===== config.mk =====
export PLATFORM = sky130hd
export DESIGN_NAME = bootstrm_spi_master
export DESIGN_NICKNAME = d
export VERILOG_FILES = /design/src/rtl/bss_pkg.sv /design/src/rtl/bss_hold_sync.sv /design/src/rtl/bss_shifter.sv /design/src/rtl/bss_sequencer.sv /design/src/rtl/bootstrm_spi_master.sv
export SDC_FILE = /design/constraint.sdc
export NUM_CORES = 1
export LEC_CHECK = 0
export BUFFER_PORTS_ARGS = -buffer_cell sky130_fd_sc_hd__buf_2
export CAP_MARGIN = 10
export CORE_UTILIZATION = 58
export CTS_BUF_LIST = sky130_fd_sc_hd__clkbuf_2 sky130_fd_sc_hd__clkbuf_4 sky130_fd_sc_hd__clkbuf_8
export DETAILED_ROUTE_END_ITERATION = 7
export PLACE_DENSITY = 0.91
export REMOVE_ABC_BUFFERS = 1
export SYNTH_ARGS = -nofsm -noshare
export SYNTH_HDL_FRONTEND = slang
export SYNTH_SLANG_ARGS = --single-unit

===== constraint.sdc =====
create_clock -name clk -period 2.3 [get_ports clk]
set_input_delay 0.345 -clock clk [delete_from_list [all_inputs] [get_ports clk]]
set_output_delay 0.345 -clock clk [all_outputs]
set_load 0.02 [all_outputs]

===== src/rtl/bss_pkg.sv =====
package bss_pkg;

  typedef enum logic [1:0] {
    ST_HDR,
    ST_DATA,
    ST_FINISH,
    ST_DONE
  } seq_state_t;

  typedef enum logic [1:0] {
    HW_COUNT = 2'd0,
    HW_ADDR  = 2'd1,
    HW_TAG   = 2'd2
  } hdr_word_t;

  localparam logic [7:0] TAG_FINAL = 8'h00;

  // Section types whose zeros the slave writes on its own
  function automatic logic is_zero_fill(input logic [7:0] tag);
    case (tag)
      8'h01, 8'h02, 8'h03, 8'h07, 8'h08, 8'h09, 8'h0A,
      8'h0F, 8'h11, 8'h17, 8'h18, 8'h19, 8'h1A: return 1'b1;
      default: return 1'b0;
    endcase
  endfunction

endpackage


===== src/rtl/bss_hold_sync.sv =====
module bss_hold_sync #(
  parameter int STAGES = 2
) (
  input  logic clk,
  input  logic rst,
  input  logic hold_n,
  output logic hold_ok
);

  logic [STAGES-1:0] sync_q;

  always_ff @(posedge clk) begin
    if (rst) sync_q <= '1;
    else     sync_q <= {sync_q[STAGES-2:0], hold_n};
  end

  assign hold_ok = sync_q[STAGES-1];

endmodule


===== src/rtl/bss_shifter.sv =====
module bss_shifter #(
  parameter int WORD_W  = 32,
  parameter int CLK_DIV = 4
) (
  input  logic              clk,
  input  logic              rst,
  input  logic              load,
  input  logic [WORD_W-1:0] din,
  output logic              busy,
  output logic              sclk,
  output logic              mosi
);

  localparam int DIV_W = (CLK_DIV > 1) ? $clog2(CLK_DIV) : 1;
  localparam int BIT_W = $clog2(WORD_W);
  localparam logic [DIV_W-1:0] DIV_LAST = DIV_W'(CLK_DIV - 1);
  localparam logic [BIT_W-1:0] BIT_LAST = BIT_W'(WORD_W - 1);

  logic [WORD_W-1:0] sreg_q;
  logic [DIV_W-1:0]  div_q;
  logic [BIT_W-1:0]  bit_q;
  logic              busy_q, sclk_q, mosi_q;

  always_ff @(posedge clk) begin
    if (rst) begin
      sreg_q <= '0;
      div_q  <= '0;
      bit_q  <= '0;
      busy_q <= 1'b0;
      sclk_q <= 1'b0;
      mosi_q <= 1'b0;
    end else if (load) begin
      sreg_q <= din;
      mosi_q <= din[WORD_W-1];
      busy_q <= 1'b1;
      sclk_q <= 1'b0;
      div_q  <= '0;
      bit_q  <= '0;
    end else if (busy_q) begin
      if (div_q == DIV_LAST) begin
        div_q <= '0;
        if (!sclk_q) begin
          sclk_q <= 1'b1;
        end else begin
          sclk_q <= 1'b0;
          if (bit_q == BIT_LAST) begin
            busy_q <= 1'b0;
          end else begin
            bit_q  <= bit_q + 1'b1;
            sreg_q <= {sreg_q[WORD_W-2:0], 1'b0};
            mosi_q <= sreg_q[WORD_W-2];
          end
        end
      end else begin
        div_q <= div_q + 1'b1;
      end
    end
  end

  assign busy = busy_q;
  assign sclk = sclk_q;
  assign mosi = mosi_q;

endmodule


===== src/rtl/bss_sequencer.sv =====
module bss_sequencer
  import bss_pkg::*;
#(
  parameter int WORD_W    = 32,
  parameter int ZERO_CYC  = 4,
  parameter int GUARD_CYC = 16,
  parameter int PAUSE_W   = 48
) (
  input  logic              clk,
  input  logic              rst,
  input  logic [WORD_W-1:0] word,
  input  logic              valid,
  input  logic              hold_ok,
  input  logic              busy,
  output logic              ready,
  output logic              load,
  output logic              cs_n,
  output logic              done
);

  localparam logic [PAUSE_W-1:0] ZC = PAUSE_W'(ZERO_CYC);
  localparam logic [PAUSE_W-1:0] GC = PAUSE_W'(GUARD_CYC);

  seq_state_t         state_q;
  hdr_word_t          hw_q;
  logic [WORD_W-1:0]  count_q, rem_q;
  logic               final_q;
  logic [PAUSE_W-1:0] pause_q;
  logic               cs_n_q, done_q;
  logic               gap_open;
  logic [7:0]         tag;

  assign tag      = word[7:0];
  assign gap_open = hold_ok && !busy &&
                    ((state_q == ST_HDR && pause_q == '0) || state_q == ST_DATA);
  assign ready    = gap_open;
  assign load     = valid && gap_open;

  always_ff @(posedge clk) begin
    if (rst) begin
      state_q <= ST_HDR;
      hw_q    <= HW_COUNT;
      count_q <= '0;
      rem_q   <= '0;
      final_q <= 1'b0;
      pause_q <= '0;
      cs_n_q  <= 1'b1;
      done_q  <= 1'b0;
    end else begin
      if (load) cs_n_q <= 1'b0;
      case (state_q)
        ST_HDR: begin
          if (load) begin
            case (hw_q)
              HW_COUNT: begin
                count_q <= word;
                hw_q    <= HW_ADDR;
              end
              HW_ADDR: hw_q <= HW_TAG;
              default: begin
                hw_q <= HW_COUNT;
                if (tag == TAG_FINAL) begin
                  final_q <= 1'b1;
                  rem_q   <= count_q;
                  state_q <= (count_q == '0) ? ST_FINISH : ST_DATA;
                end else if (is_zero_fill(tag)) begin
                  pause_q <= PAUSE_W'(count_q) * ZC + GC;
                end else if (count_q != '0) begin
                  rem_q   <= count_q;
                  state_q <= ST_DATA;
                end
              end
            endcase
          end else if (!busy && pause_q != '0) begin
            pause_q <= pause_q - 1'b1;
          end
        end
        ST_DATA: begin
          if (load) begin
            rem_q <= rem_q - 1'b1;
            if (rem_q == WORD_W'(1)) state_q <= final_q ? ST_FINISH : ST_HDR;
          end
        end
        ST_FINISH: begin
          if (!busy) begin
            state_q <= ST_DONE;
            done_q  <= 1'b1;
            cs_n_q  <= 1'b1;
          end
        end
        default: ;
      endcase
    end
  end

  assign cs_n = cs_n_q;
  assign done = done_q;

endmodule


===== src/rtl/bootstrm_spi_master.sv =====
module bootstrm_spi_master #(
  parameter int WORD_W      = 32,
  parameter int CLK_DIV     = 4,
  parameter int ZERO_CYC    = 4,
  parameter int GUARD_CYC   = 16,
  parameter int PAUSE_W     = 48,
  parameter int SYNC_STAGES = 2
) (
  input  logic              clk,
  input  logic              rst,
  input  logic [WORD_W-1:0] src_data,
  input  logic              src_valid,
  output logic              src_ready,
  input  logic              hold_n,
  output logic              spi_sclk,
  output logic              spi_mosi,
  output logic              spi_cs_n,
  output logic              done
);

  logic hold_ok;
  logic busy;
  logic load;

  bss_hold_sync #(.STAGES(SYNC_STAGES)) u_sync (
    .clk     (clk),
    .rst     (rst),
    .hold_n  (hold_n),
    .hold_ok (hold_ok)
  );

  bss_sequencer #(
    .WORD_W    (WORD_W),
    .ZERO_CYC  (ZERO_CYC),
    .GUARD_CYC (GUARD_CYC),
    .PAUSE_W   (PAUSE_W)
  ) u_seq (
    .clk     (clk),
    .rst     (rst),
    .word    (src_data),
    .valid   (src_valid),
    .hold_ok (hold_ok),
    .busy    (busy),
    .ready   (src_ready),
    .load    (load),
    .cs_n    (spi_cs_n),
    .done    (done)
  );

  bss_shifter #(
    .WORD_W  (WORD_W),
    .CLK_DIV (CLK_DIV)
  ) u_shift (
    .clk  (clk),
    .rst  (rst),
    .load (load),
    .din  (src_data),
    .busy (busy),
    .sclk (spi_sclk),
    .mosi (spi_mosi)
  );

endmodule


==> results of run 1 <==
cell usage after synthesis (7+ instances only):
| library cell | count |
|---|---|
| nand2_1 | 202 |
| dfxtp_1 | 162 |
| nor2_1 | 108 |
| a21oi_1 | 87 |
| o21ai_0 | 75 |
| clkbuf_1 | 66 |
| nand3_1 | 47 |
| nor3_1 | 40 |
| nor4_1 | 33 |
| a311oi_1 | 30 |
| inv_1 | 24 |
| nand4_1 | 23 |
| buf_2 | 20 |
| a21oi_2 | 19 |
| nand2_2 | 18 |
| xnor2_1 | 17 |
| and3_1 | 16 |
| xor2_1 | 16 |
| a211oi_1 | 13 |
| and4_1 | 12 |
| or3_1 | 12 |
| ha_1 | 11 |
| o32ai_1 | 10 |
| o31ai_1 | 9 |
| a32o_1 | 7 |
| o22ai_1 | 7 |
layer usage:
layer  GRT overflow  track usage
met5              0        0.201
met4              2        0.701
met3              0        0.589
met2              1        0.914
met1              0        0.748
what timing repair did:
| item | 4_1_cts |
|---|---|
| gates resized for setup | 266 |
| pin swaps | 52 |
| setup buffers | 45 |
| gates cloned | 30 |
| endpoints found under the setup margin | 159 |
cell families after synthesis:
group / after synthesis / synth area share
buf+inv: 117 / 0.0564
simple gates: 549 / 0.293
flops: 162 / 0.359
fa+ha+maj: 11 / 0.0152
xor+xnor: 33 / 0.0320
mux: 8 / 0.00914
compound gates: 319 / 0.235
stage by stage:
stage / TNS [ns] / hold WS (ns) / area (um2) / instances
global placement: -26.25 / 0.392 / 10500 / 1505
floorplan: -286.01 / 0.389 / 8610 / 1106
detailed placement: -42.48 / 0.405 / 10500 / 1505
CTS: -76.88 / 0.0494 / 13000 / 1610
==> run_results.csv, run 1 <==
group,metric,value,unit
yosys,yosys.area.top_type,"dfxtp_1",
status,lastStage,"global routing (5_1_grt)",
yosys,netlist_area,9030,um2
yosys,yosys_warnings,0,
global_route,grt_usage,0.738,
floorplan,row_count,45,
yosys,synth_seq_cells,162,
floorplan,die_w,127,um
global_route,grt_pass1_wl,88700,um
floorplan,ios,41,
global_route,grt_pass1_vias,14200,
yosys,yosysSeqAreaShare,0.359,
cts,cts.sinks,162,
place,hpwl,19000,um
place,post-place-ws,-0.388,ns
yosys,synth.area.top_cells,"dfxtp_1, nand2_1, a21oi_1, nor2_1, o21ai_0",
status,outcome,"did not finish",
yosys,ys.flop_type,"dfxtp_1",
floorplan,initial_core_util,0.594,
cts,cts_buffers,17,
place,gp_congestion,0.947,
cts,htreeDepth,4,
global_route,grt_overflow,3,
cts,cts_buffer_depth,2,
cts,hold_buffers,0,
yosys,synth_edf_count,0,
global_route,grt_start_max_net_pins,83,
yosys,synth_cell_types,73,
yosys,synth_top_area_frac,0.359,
place,io_buffers,40,
yosys,avgSynthCellArea,7.53,um2
floorplan,die_y,127,um
status,firstError,"[ERROR GRT-0116] Global routing finished with congestion. Check the congestion regions in the DRC Viewer.",
cts,cts.root.buffer_cell,"clkbuf_8",
yosys,async_flop_share,0,
yosys,syn_inst,1199,
==> inputs of run 2 (changes only) <==
--- a/config.mk
+++ b/config.mk
@@ -7,10 +7,9 @@
 export LEC_CHECK = 0
 export BUFFER_PORTS_ARGS = -buffer_cell sky130_fd_sc_hd__buf_2
 export CAP_MARGIN = 10
-export CORE_UTILIZATION = 58
-export CTS_BUF_LIST = sky130_fd_sc_hd__clkbuf_2 sky130_fd_sc_hd__clkbuf_4 sky130_fd_sc_hd__clkbuf_8
+export CORE_UTILIZATION = 40
 export DETAILED_ROUTE_END_ITERATION = 7
-export PLACE_DENSITY = 0.91
+export PLACE_DENSITY_LB_ADDON = 0.15
 export REMOVE_ABC_BUFFERS = 1
 export SYNTH_ARGS = -nofsm -noshare
 export SYNTH_HDL_FRONTEND = slang
==> constraint.sdc (replaced) <==
create_clock -name clk -period 3 [get_ports clk]
set_input_delay 0.45 -clock clk [delete_from_list [all_inputs] [get_ports clk]]
set_output_delay 0.45 -clock clk [all_outputs]
set_load 0.02 [all_outputs]
==> run 2 against run 1 <==
  * Area after synthesis is the same
  * Synthesized cell count is the same
  * The run now ends clean
==> run_results.csv, run 2 <==
group,metric,value,unit
routing,routed-wl-met2,11400,um
setup_path,critical-path-slowest-cell,"or4_4",
routing,drc,0,
place,placed_cells_incl_taps,1482,
setup_path,crit_required,2.55,ns
global_route,grt_overflow,0,
setup_path,cp_top_family,"simple AND/OR/NAND/NOR gates",
place,io_buffers,40,
cts,cts.sinks,162,
yosys,netlist_area,9030,um2
yosys,synth_seq_cells,162,
timing,period_share,0.975,
routing,drtIter0Drc,779,
finish,largest_reg_flops,48,
place,post-place-ws,0.168,ns
cts,clk_latency,0.44,ns
global_route,grt_pass1_wl,42200,um
finish,stdcell_count,1519,
finish,mostFrequentLayoutCell,"nand2_1",
timing,rsz0062_at_grt,"false",
yosys,yosysSeqAreaShare,0.359,
floorplan,core,22000,um2
global_route,antenna_found_initial,0,
yosys,synth_most_common_cell,"nand2_1",
floorplan,initial_core_util,0.411,
cts,cts.root.buffer_cell,"clkbuf_16",
timing,worst_clock_skew,0.0158,ns
floorplan,die_w,152,um
yosys,async_flop_share,0,
setup_path,crit_chain,"or4_4 > nor4_4 > and4_4 > nor2_1 > nor3b_1 > buf_2",
hold_path,min-delay-path-class,"in2reg",
global_route,grt_usage,0.223,
routing,ant_nets,0,
routing,wire_per_inst,16.8,um
timing,final.setup.worst_slack,0.0745,ns
setup_path,path_class,"reg2out",
cts,cts_tree,"done",
yosys,yosys_warnings,0,
floorplan,row_count,54,
cts,cts_buffer_depth,2,
status,outcome,"finished, final reports clean",
setup_path,cp.arrival,2.48,ns
power_and_ir_drop,p_switching,3.71,mW
place,gp_congestion,0.837,
yosys,ys.flop_type,"dfxtp_1",
routing,met3_length,929,um
yosys,syn_inst,1199,
finish,diodes,0,
timing,worstMarginPinSlew,0.766,ns
finish,reg_top3,"u_seq.pause_q (48), u_seq.count_q (32), u_seq.rem_q (32)",
finish,most-common-layout-cells,"nand2_1, dfxtp_1, nor2_1",
timing,fmax,342,MHz
setup_path,critical_path.max_fanout,5,
yosys,synth_cell_types,73,
finish,regArea,3250,um2
finish,fillers,2205,
finish,fin_nets,1273,
global_route,grt_pass1_vias,8030,
setup_path,end_kind,"output pin",
timing,period_needed,2.93,ns
timing,slew_headroom,0.489,
setup_path,max_stage_delay,0.59,ns
finish,final_util,0.470,
cts,htreeDepth,4,
cts,cts_buffers,17,
setup_path,crit_buf_inv,1,
floorplan,ios,41,
setup_path,startpoint_type,"flop",
routing,topRoutingLayerUsed,"met4",
power_and_ir_drop,clkPwrFrac,0.246,
yosys,avgSynthCellArea,7.53,um2
floorplan,die-area,23200,um2
routing,num_vias,8769,
yosys,synth_edf_count,0,
yosys,synth_top_area_frac,0.359,
yosys,synth.area.top_cells,"dfxtp_1, nand2_1, a21oi_1, nor2_1, o21ai_0",
timing,hold_violations,0,
power_and_ir_drop,p_int,5.19,mW
power_and_ir_drop,p_per_area,862,nW/um2
yosys,yosys-top-cells-count,"nand2_1, dfxtp_1, nor2_1, a21oi_1, o21ai_0",
power_and_ir_drop,p_seq_frac,0.339,
finish,multi_input_area,5310,um2
routing,wl,25500,um
cts,clkTransAtPathRegs,0.08,ns
floorplan,die_y,152,um
finish,largest-register,"u_seq.pause_q",
finish,area_delta_synth_final,14.4,%
finish,drive_gt1_frac,0.160,
routing,m1WireLength,12600,um
place,hpwl,17500,um
job,max_cap_violations,0,
timing,slew_violations,0,
power_and_ir_drop,p_leak,3.73,nW
routing,dr.pass1.iters,5,
timing,setup_viol,0,
timing,tns,0,ns
power_and_ir_drop,pwr-share-comb,0.415,
global_route,grt_start_max_net_pins,81,
routing,avgViaCountPerCell,5.77,
yosys,yosys.area.top_type,"dfxtp_1",
power_and_ir_drop,switching_share,0.417,
power_and_ir_drop,ir_worst_vdd,432,uV
## run 2: cells by family (layout without fill, tap and decap cells)
logic type / after synthesis / after routing / share of synthesized area
simple gates: 549 / 549 / 0.293
compound gates: 319 / 319 / 0.235
mux: 8 / 8 / 0.00914
flops: 162 / 162 / 0.359
xor+xnor: 33 / 33 / 0.0320
buf+inv: 117 / 157 / 0.0564
fa+ha+maj: 11 / 11 / 0.0152
## run 2: metrics by stage
step / area [um2] / power (mW) / hold WS (ns)
after floorplan: 8610 / 5.37 / 0.389
after global placement: 9670 / 6.61 / 0.446
after detailed placement: 9670 / 6.62 / 0.455
after CTS: 10300 / 8.92 / 0.199
after global routing: 10300 / 9.54 / 0.201
final: 10300 / 8.90 / 0.207
## run 2: worst register-to-register path, delay by kind of cell (launching register included)
kind / cells / cell delay, ns
adders and majority gates: 1 / 0.15
DFF: 1 / 0.31
buffers and inverters: 2 / 0.30
and+or+nand+nor: 3 / 1.01
AOI/OAI and AO/OA: 4 / 0.98
## run 2: layout make-up
type,instances,share of cell area
clock inverter,14,0.0148
sequential,162,0.315
tap,280,0.0339
timing repair buffer,101,0.0712
inverter,24,0.00872
clock buffer,18,0.0425
multi-input combinational,920,0.514
## run 2: final timing paths
| check | end | depth (start not counted) | slack, ns | from |
|---|---|---|---|---|
| worst min-delay path | u_sync.sync_q[0]$_SDFF_PP1_ | 2 | 0.21 | hold_n |
| worst max-delay path | src_ready | 6 | 0.07 | u_seq.pause_q[8]$_SDFFE_PP0P_ |
| worst max register to register | u_seq.rem_q[29]$_SDFFE_PP0P_ | 10 | 0.16 | u_seq.count_q[2]$_SDFFE_PP0P_ |
| worst min register to register | u_shift.bit_q[4]$_SDFFE_PP0P_ | 2 | 0.46 | u_shift.bit_q[4]$_SDFFE_PP0P_ |
## run 2: power groups by stage
stage | sequential (mW) | combinational (mW) | clock, mW
floorplan | 2.96 | 2.41 | 0
global placement | 3.05 | 3.56 | 0
detailed placement | 3.05 | 3.57 | 0
CTS | 3.01 | 3.68 | 2.24
global route | 3.09 | 4.12 | 2.33
finish | 3.02 | 3.69 | 2.19
## run 2: per-layer routing
layer / track usage / vias to the layer above
met5: 0 / -
met4: 0.0826 / 0
met3: 0.0299 / 34
met2: 0.352 / 207
met1: 0.309 / 4106
li1: - / 4422
## run 2: what timing repair did
item                       CTS  global route
setup buffers                5             1
setup endpoints to repair    1             1
hold buffers                 0             0
gates resized for setup     11             0
pin swaps                    5             1
(Power assumes the default switching activity.)
